==> src/rtl/immgen_pkg.sv <==
// Package: shared widths, select encoding and the extracted-field bundle
// for the immediate operand generator. Assumes little-endian bit numbering.
package immgen_pkg;

    localparam int XLEN  = 64;   // operand width
    localparam int ILEN  = 32;   // instruction word width
    localparam int SEL_W = 4;    // select code width

    // Field widths and positions inside the instruction word
    localparam int HALF_W     = 16;
    localparam int HALF_LSB   = 0;
    localparam int LONG_W     = 24;
    localparam int LONG_LSB   = 2;
    localparam int COND_W     = 14;
    localparam int COND_LSB   = 2;
    localparam int SH5_W      = 5;
    localparam int SH5_LSB    = 11;
    localparam int SH_TOP_BIT = 1;
    localparam int SH6_W      = SH5_W + 1;
    localparam int WORD_SHIFT = 2;
    localparam int HIGH_SHIFT = 16;

    // Second-operand select codes (values are fixed by the upstream decoder)
    typedef enum logic [SEL_W-1:0] {
        IMM_NONE        = 4'd0,
        IMM_REGB        = 4'd1,
        IMM_SPREG       = 4'd2,
        IMM_U16         = 4'd3,
        IMM_S16         = 4'd4,
        IMM_U16_HI      = 4'd5,
        IMM_S16_HI      = 4'd6,
        IMM_BRANCH_LONG = 4'd7,
        IMM_BRANCH_COND = 4'd8,
        IMM_DISP_WORD   = 4'd9,
        IMM_ALL_ONES    = 4'd10,
        IMM_SHIFT6      = 4'd11,
        IMM_SHIFT5      = 4'd12
    } imm_sel_e;

    localparam logic [SEL_W-1:0] SEL_LAST = 4'd12;

    // Raw fields pulled out of one instruction word
    typedef struct packed {
        logic [HALF_W-1:0] half;
        logic [LONG_W-1:0] long_off;
        logic [COND_W-1:0] cond_off;
        logic [SH6_W-1:0]  sh6;
        logic [SH5_W-1:0]  sh5;
    } imm_fields_t;

endpackage

==> src/rtl/imm_field_extract.sv <==
// Module: imm_field_extract
// Slices every immediate-bearing field out of the instruction word in one
// place, so that field positions live in a single module.
// Assumes: little-endian bit numbering; bits outside any field are ignored.
module imm_field_extract
    import immgen_pkg::*;
(
    input  logic [ILEN-1:0] instr_i,
    output imm_fields_t     fields_o
);

    // Purpose: route each field to its slot in the bundle
    always_comb begin
        fields_o.half     = instr_i[HALF_LSB +: HALF_W];
        fields_o.long_off = instr_i[LONG_LSB +: LONG_W];
        fields_o.cond_off = instr_i[COND_LSB +: COND_W];
        fields_o.sh5      = instr_i[SH5_LSB +: SH5_W];
        // The shift amount's top bit sits far from its low five bits
        fields_o.sh6      = {instr_i[SH_TOP_BIT], instr_i[SH5_LSB +: SH5_W]};
    end

    // Bits that no immediate form reads
    logic unused_bits;
    assign unused_bits = ^{instr_i[ILEN-1:LONG_LSB+LONG_W], instr_i[0]};

endmodule

==> src/rtl/imm_shape.sv <==
// Module: imm_shape
// Places a FW-bit field at bit SHIFT of an XLEN-bit word and fills the bits
// above it. SIGNED picks sign fill from the field's top bit, else zero fill.
// Assumes: FW + SHIFT <= XLEN.
module imm_shape #(
    parameter int XLEN   = 64,
    parameter int FW     = 16,
    parameter int SHIFT  = 0,
    parameter bit SIGNED = 1'b0
) (
    input  logic [FW-1:0]   field_i,
    output logic [XLEN-1:0] value_o
);

    localparam int SPAN = FW + SHIFT;

    logic [XLEN-1:0] placed;

    // Purpose: move the field to its final position with zeros around it
    assign placed = XLEN'(field_i) << SHIFT;

    generate
        if (SIGNED) begin : g_sign_fill
            // Purpose: copy the field's top bit into every bit above the span
            always_comb begin
                value_o = placed;
                for (int b = SPAN; b < XLEN; b++) begin
                    value_o[b] = field_i[FW-1];
                end
            end
        end else begin : g_zero_fill
            assign value_o = placed;
        end
    endgenerate

endmodule

==> src/rtl/imm_operand_gen.sv <==
// Module: imm_operand_gen (top)
// Forms the 64-bit immediate operand selected by sel_i from instr_i and
// flags whether it is valid. Purely combinational.
// Assumes: sel_i only carries codes 0..12; other codes are a decoder bug.
module imm_operand_gen
    import immgen_pkg::*;
(
    input  logic [31:0] instr_i,
    input  logic [3:0]  sel_i,
    output logic [63:0] imm_o,
    output logic        imm_valid_o
);

    imm_fields_t     fields;
    logic [XLEN-1:0] v_u16, v_s16, v_u16hi, v_s16hi;
    logic [XLEN-1:0] v_long, v_cond, v_sh6, v_sh5;

    imm_field_extract u_extract (
        .instr_i  (instr_i),
        .fields_o (fields)
    );

    imm_shape #(.XLEN(XLEN), .FW(HALF_W), .SHIFT(0), .SIGNED(1'b0)) u_u16 (
        .field_i (fields.half), .value_o (v_u16));

    imm_shape #(.XLEN(XLEN), .FW(HALF_W), .SHIFT(0), .SIGNED(1'b1)) u_s16 (
        .field_i (fields.half), .value_o (v_s16));

    imm_shape #(.XLEN(XLEN), .FW(HALF_W), .SHIFT(HIGH_SHIFT), .SIGNED(1'b0)) u_u16hi (
        .field_i (fields.half), .value_o (v_u16hi));

    imm_shape #(.XLEN(XLEN), .FW(HALF_W), .SHIFT(HIGH_SHIFT), .SIGNED(1'b1)) u_s16hi (
        .field_i (fields.half), .value_o (v_s16hi));

    imm_shape #(.XLEN(XLEN), .FW(LONG_W), .SHIFT(WORD_SHIFT), .SIGNED(1'b0)) u_long (
        .field_i (fields.long_off), .value_o (v_long));

    // Conditional offset and word displacement share one field and one shape
    imm_shape #(.XLEN(XLEN), .FW(COND_W), .SHIFT(WORD_SHIFT), .SIGNED(1'b0)) u_cond (
        .field_i (fields.cond_off), .value_o (v_cond));

    imm_shape #(.XLEN(XLEN), .FW(SH6_W), .SHIFT(0), .SIGNED(1'b0)) u_sh6 (
        .field_i (fields.sh6), .value_o (v_sh6));

    imm_shape #(.XLEN(XLEN), .FW(SH5_W), .SHIFT(0), .SIGNED(1'b0)) u_sh5 (
        .field_i (fields.sh5), .value_o (v_sh5));

    // Purpose: pick the shaped value and the valid flag for the select code
    always_comb begin
        imm_o       = '0;
        imm_valid_o = 1'b1;
        case (imm_sel_e'(sel_i))
            IMM_U16:         imm_o = v_u16;
            IMM_S16:         imm_o = v_s16;
            IMM_U16_HI:      imm_o = v_u16hi;
            IMM_S16_HI:      imm_o = v_s16hi;
            IMM_BRANCH_LONG: imm_o = v_long;
            IMM_BRANCH_COND: imm_o = v_cond;
            IMM_DISP_WORD:   imm_o = v_cond;
            IMM_ALL_ONES:    imm_o = '1;
            IMM_SHIFT6:      imm_o = v_sh6;
            IMM_SHIFT5:      imm_o = v_sh5;
            default:         imm_valid_o = 1'b0;
        endcase
    end

    // Purpose: guard the output contract and the legal select range
    always_comb begin
        AST_SEL_KNOWN: assert (sel_i <= SEL_LAST)
            else $error("illegal immediate select code %0d", sel_i);
        AST_VALID_RANGE: assert (imm_valid_o == (sel_i >= 4'd3 && sel_i <= SEL_LAST));
        AST_INVALID_ZERO: assert (imm_valid_o || imm_o == '0);
        if (sel_i == 4'd10) begin
            AST_ALL_ONES: assert (&imm_o);
        end
        if (sel_i == 4'd4) begin
            AST_S16_FILL: assert (imm_o[XLEN-1:HALF_W] == {(XLEN-HALF_W){instr_i[15]}});
        end
        if (sel_i == 4'd6) begin
            AST_S16HI_LOW_ZERO: assert (imm_o[HIGH_SHIFT-1:0] == '0);
        end
        if (sel_i == 4'd11) begin
            AST_SH6_TOP: assert (imm_o[5] == instr_i[1] && imm_o[XLEN-1:SH6_W] == '0);
        end
    end

endmodule

==> config.mk <==
export PLATFORM = sky130hd
export DESIGN_NAME = imm_operand_gen
export DESIGN_NICKNAME = d
export VERILOG_FILES = /design/src/rtl/immgen_pkg.sv /design/src/rtl/imm_field_extract.sv /design/src/rtl/imm_shape.sv /design/src/rtl/imm_operand_gen.sv
export SDC_FILE = /design/constraint.sdc
export NUM_CORES = 1
export LEC_CHECK = 0
export BUFFER_PORTS_ARGS = -buffer_cell sky130_fd_sc_hd__buf_2
export CAP_MARGIN = 10
export CORE_MARGIN = 8
export CORE_UTILIZATION = 40
export DETAILED_ROUTE_END_ITERATION = 10
export PLACE_DENSITY = 0.61
export SYNTH_ARGS = -nofsm -noshare
export SYNTH_HDL_FRONTEND = slang
export SYNTH_HIERARCHICAL = 1
export SYNTH_SLANG_ARGS = --single-unit
==> constraint.sdc <==
create_clock -name vclk -period 4.5
set_input_delay 1.35 -clock vclk [all_inputs]
set_output_delay 1.35 -clock vclk [all_outputs]
set_load 0.03 [all_outputs]
==> impl_metrics.csv <==
group,metric,value,unit
outcome,outcome,"finished, final reports clean",
synth,seq_area_frac_synth,0,
drt,vias_per_cell,4.72,
synth,synth.area.mux_share,0.0561,
drt,routed_wl,19600,um
drt,drt_iter0_drc,495,
timing,timing.hold.ws,3.15,ns
drt,ant_nets,0,
timing,max-slew-margin-rel,0.397,
floorplan,die_h,163,um
floorplan,coreArea,0.0211,sq mm
final_layout,drive_gt1_frac,0.184,
synth,yosysWarnings,6,
drt,avgRoutedWirePerCell,15.3,um
timing,setup_violations,0,
timing,fmax,0.230,GHz
floorplan,die_x,163,um
power_and_ir_drop,p_leak,3.13,nW
critical_path,cp.arrival,3.00,ns
placement,place_congestion,0.819,
timing,fin_crit,4.35,ns
timing,setup_tns,0,ns
global_routing,grt.overflow.total,0,
synth,synthesis.area,0.00862,sq mm
synth,synth-simple-area-share,0.0602,
final_layout,nFlopsAndLatches,0,
synth,synth_compound_area_frac,0.322,
final_layout,fill_cells,2374,
synth,netlist_top_cells_area,"buf_4 (51%), a22oi_1 (7.7%), a22o_1 (4.5%)",
floorplan,die-area,0.0265,sq mm
synth,synth_xor_area_frac,0,
synth,syn_avg_cell_area,7.24,sq um
critical_path,criticalPathCategory,"input pin to output port",
drt,first_pass_iters,5,
timing,drv_slew,0,
flow_run,drv_cap,0,
global_routing,grt_pass1_vias,5570,
drt,drc,0,
timing,hold_violations,0,
floorplan,rows,53,
critical_path,worstPathRequired,3.15,ns
critical_path,crit_path_max_fanout,18,
synth,synth-adder-area-share,0,
clock_network,ctsHoldBuffers,0,
synth,synth_cells,1191,
final_layout,nets,1044,
final_layout,seqCellArea,0,sq um
global_routing,grt_antenna_before_repair,0,
timing,fin_crit_sh,0.967,
power_and_ir_drop,ir_worst_vdd,0.0495,mV
global_routing,grt_pass1_wl,31400,um
timing,rsz0062_at_grt,"no",
critical_path,cp-end-kind,"output port",
critical_path,start_kind,"input pin",
worst_hold_path,hp-class,"input pin to output port",
global_routing,grtUsageTotal,0.142,
final_layout,layout_common_cells,"conb_1 (319), buf_2 (94), a22oi_1 (89)",
synth,synth_top_family_by_area,"buffers and inverters",
power_and_ir_drop,power_density,113,mW/mm^2
global_routing,grt_max_degree,53,
drt,vias,6051,
synth,yosys.area.top_type,"buf_4",
synth,ys_types,47,
final_layout,area_delta_synth_final,-25.1,%
timing,worstMarginPinSlew,0.903,ns
floorplan,ios,101,
synth,synth_top_cell_area_share,0.512,
final_layout,clockBufferCount,0,
final_layout,layout_commonest_cell,"conb_1",
placement,hpwl,14800,um
floorplan,initial_core_util,0.409,
placement,io_buffer_count,95,
==> per-layer routing <==
layer,GRT usage,up-vias,share of wire
li1,-,3031,-
met1,0.200,2833,0.47
met2,0.238,181,0.47
met3,0.0142,6,0.057
met4,0.00834,0,0.0033
met5,0,-,0
==> timing repair <==
item / 4_1_cts / 5_1_grt
endpoints found under the setup margin: 1 / 5
hold endpoints to repair: 0 / 0
buffers inserted: 0 / 0
resized for setup: 1 / 3
==> per-stage QoR <==
stage / area (sq um) / total power, mW / cells / worst slack (ns) / util
2_1_floorplan: 9800 / 0.872 / 1503 / 0.341 / -
3_3_place_gp: 6440 / 0.716 / 1281 / -0.00775 / 0.305
3_5_place_dp: 6440 / 0.722 / 1281 / -0.0393 / 0.305
4_1_cts: 6440 / 0.724 / 1281 / 0.0641 / 0.306
5_1_grt: 6450 / 0.800 / 1281 / 0.0191 / 0.306
6_report: 6460 / 0.730 / 1282 / 0.150 / 0.306
==> area by class of cell <==
| class | instances | area [sq um] | area share |
|---|---|---|---|
| repair buffers | 162 | 1080 | 0.167 |
| inverters | 9 | 33.8 | 0.00523 |
| diodes | 1 | 2.50 | 0.000388 |
| multi-input cells | 835 | 4990 | 0.774 |
| well taps | 275 | 344 | 0.0533 |
==> synthesized netlist by cell type, drive strengths merged, types with 2 or more instances <==
cell,instances
clkbuf,23
a21o,6
a222oi,5
and3,3
a21oi,50
and2,2
mux2i,36
nor3,3
a32oi,7
a22oi,89
o221ai,29
mux2,11
nand2,30
buf,636
a211o,6
nand2b,13
o211ai,12
a211oi,6
o21a,4
inv,9
a221o,29
o21ai,14
nand3,5
conb,7
a22o,44
a2111o,8
a221oi,13
o211a,2
o22a,6
nor2b,10
a31oi,2
o2bb2ai,2
nor2,38
o22ai,27
==> logic make-up after synthesis <==
group	Yosys count
multiplexers	47
buffers and inverters	668
AND/OR/NAND/NOR	107
AO/OA/AOI/OAI	362
other	7
==> where the power goes <==
| group | total [mW] | switching, mW | internal [mW] | leakage (nW) |
|---|---|---|---|---|
| registers | 0 | 0 | 0 | 0 |
| logic | 0.730 | 0.469 | 0.261 | 3.13 |
| clock network | 0.0000000299 | 0 | 0.0000000299 | 0.00000634 |
| total | 0.730 | 0.469 | 0.261 | 3.13 |
==> worst max-delay path, cell delays in order <==
cell,delay [ns]
buf_4,0.24
nor2b_1,0.76
a22oi_1,0.15
nor2_1,0.13
a221o_1,0.15
buf_2,0.20
==> worst paths after layout <==
kind,start,to,cells after the start
worst max-delay path,sel_i[3],imm_o[4],6
worst min-delay path,instr_i[6],imm_o[6],3
Power figures use the tool's default switching activity.
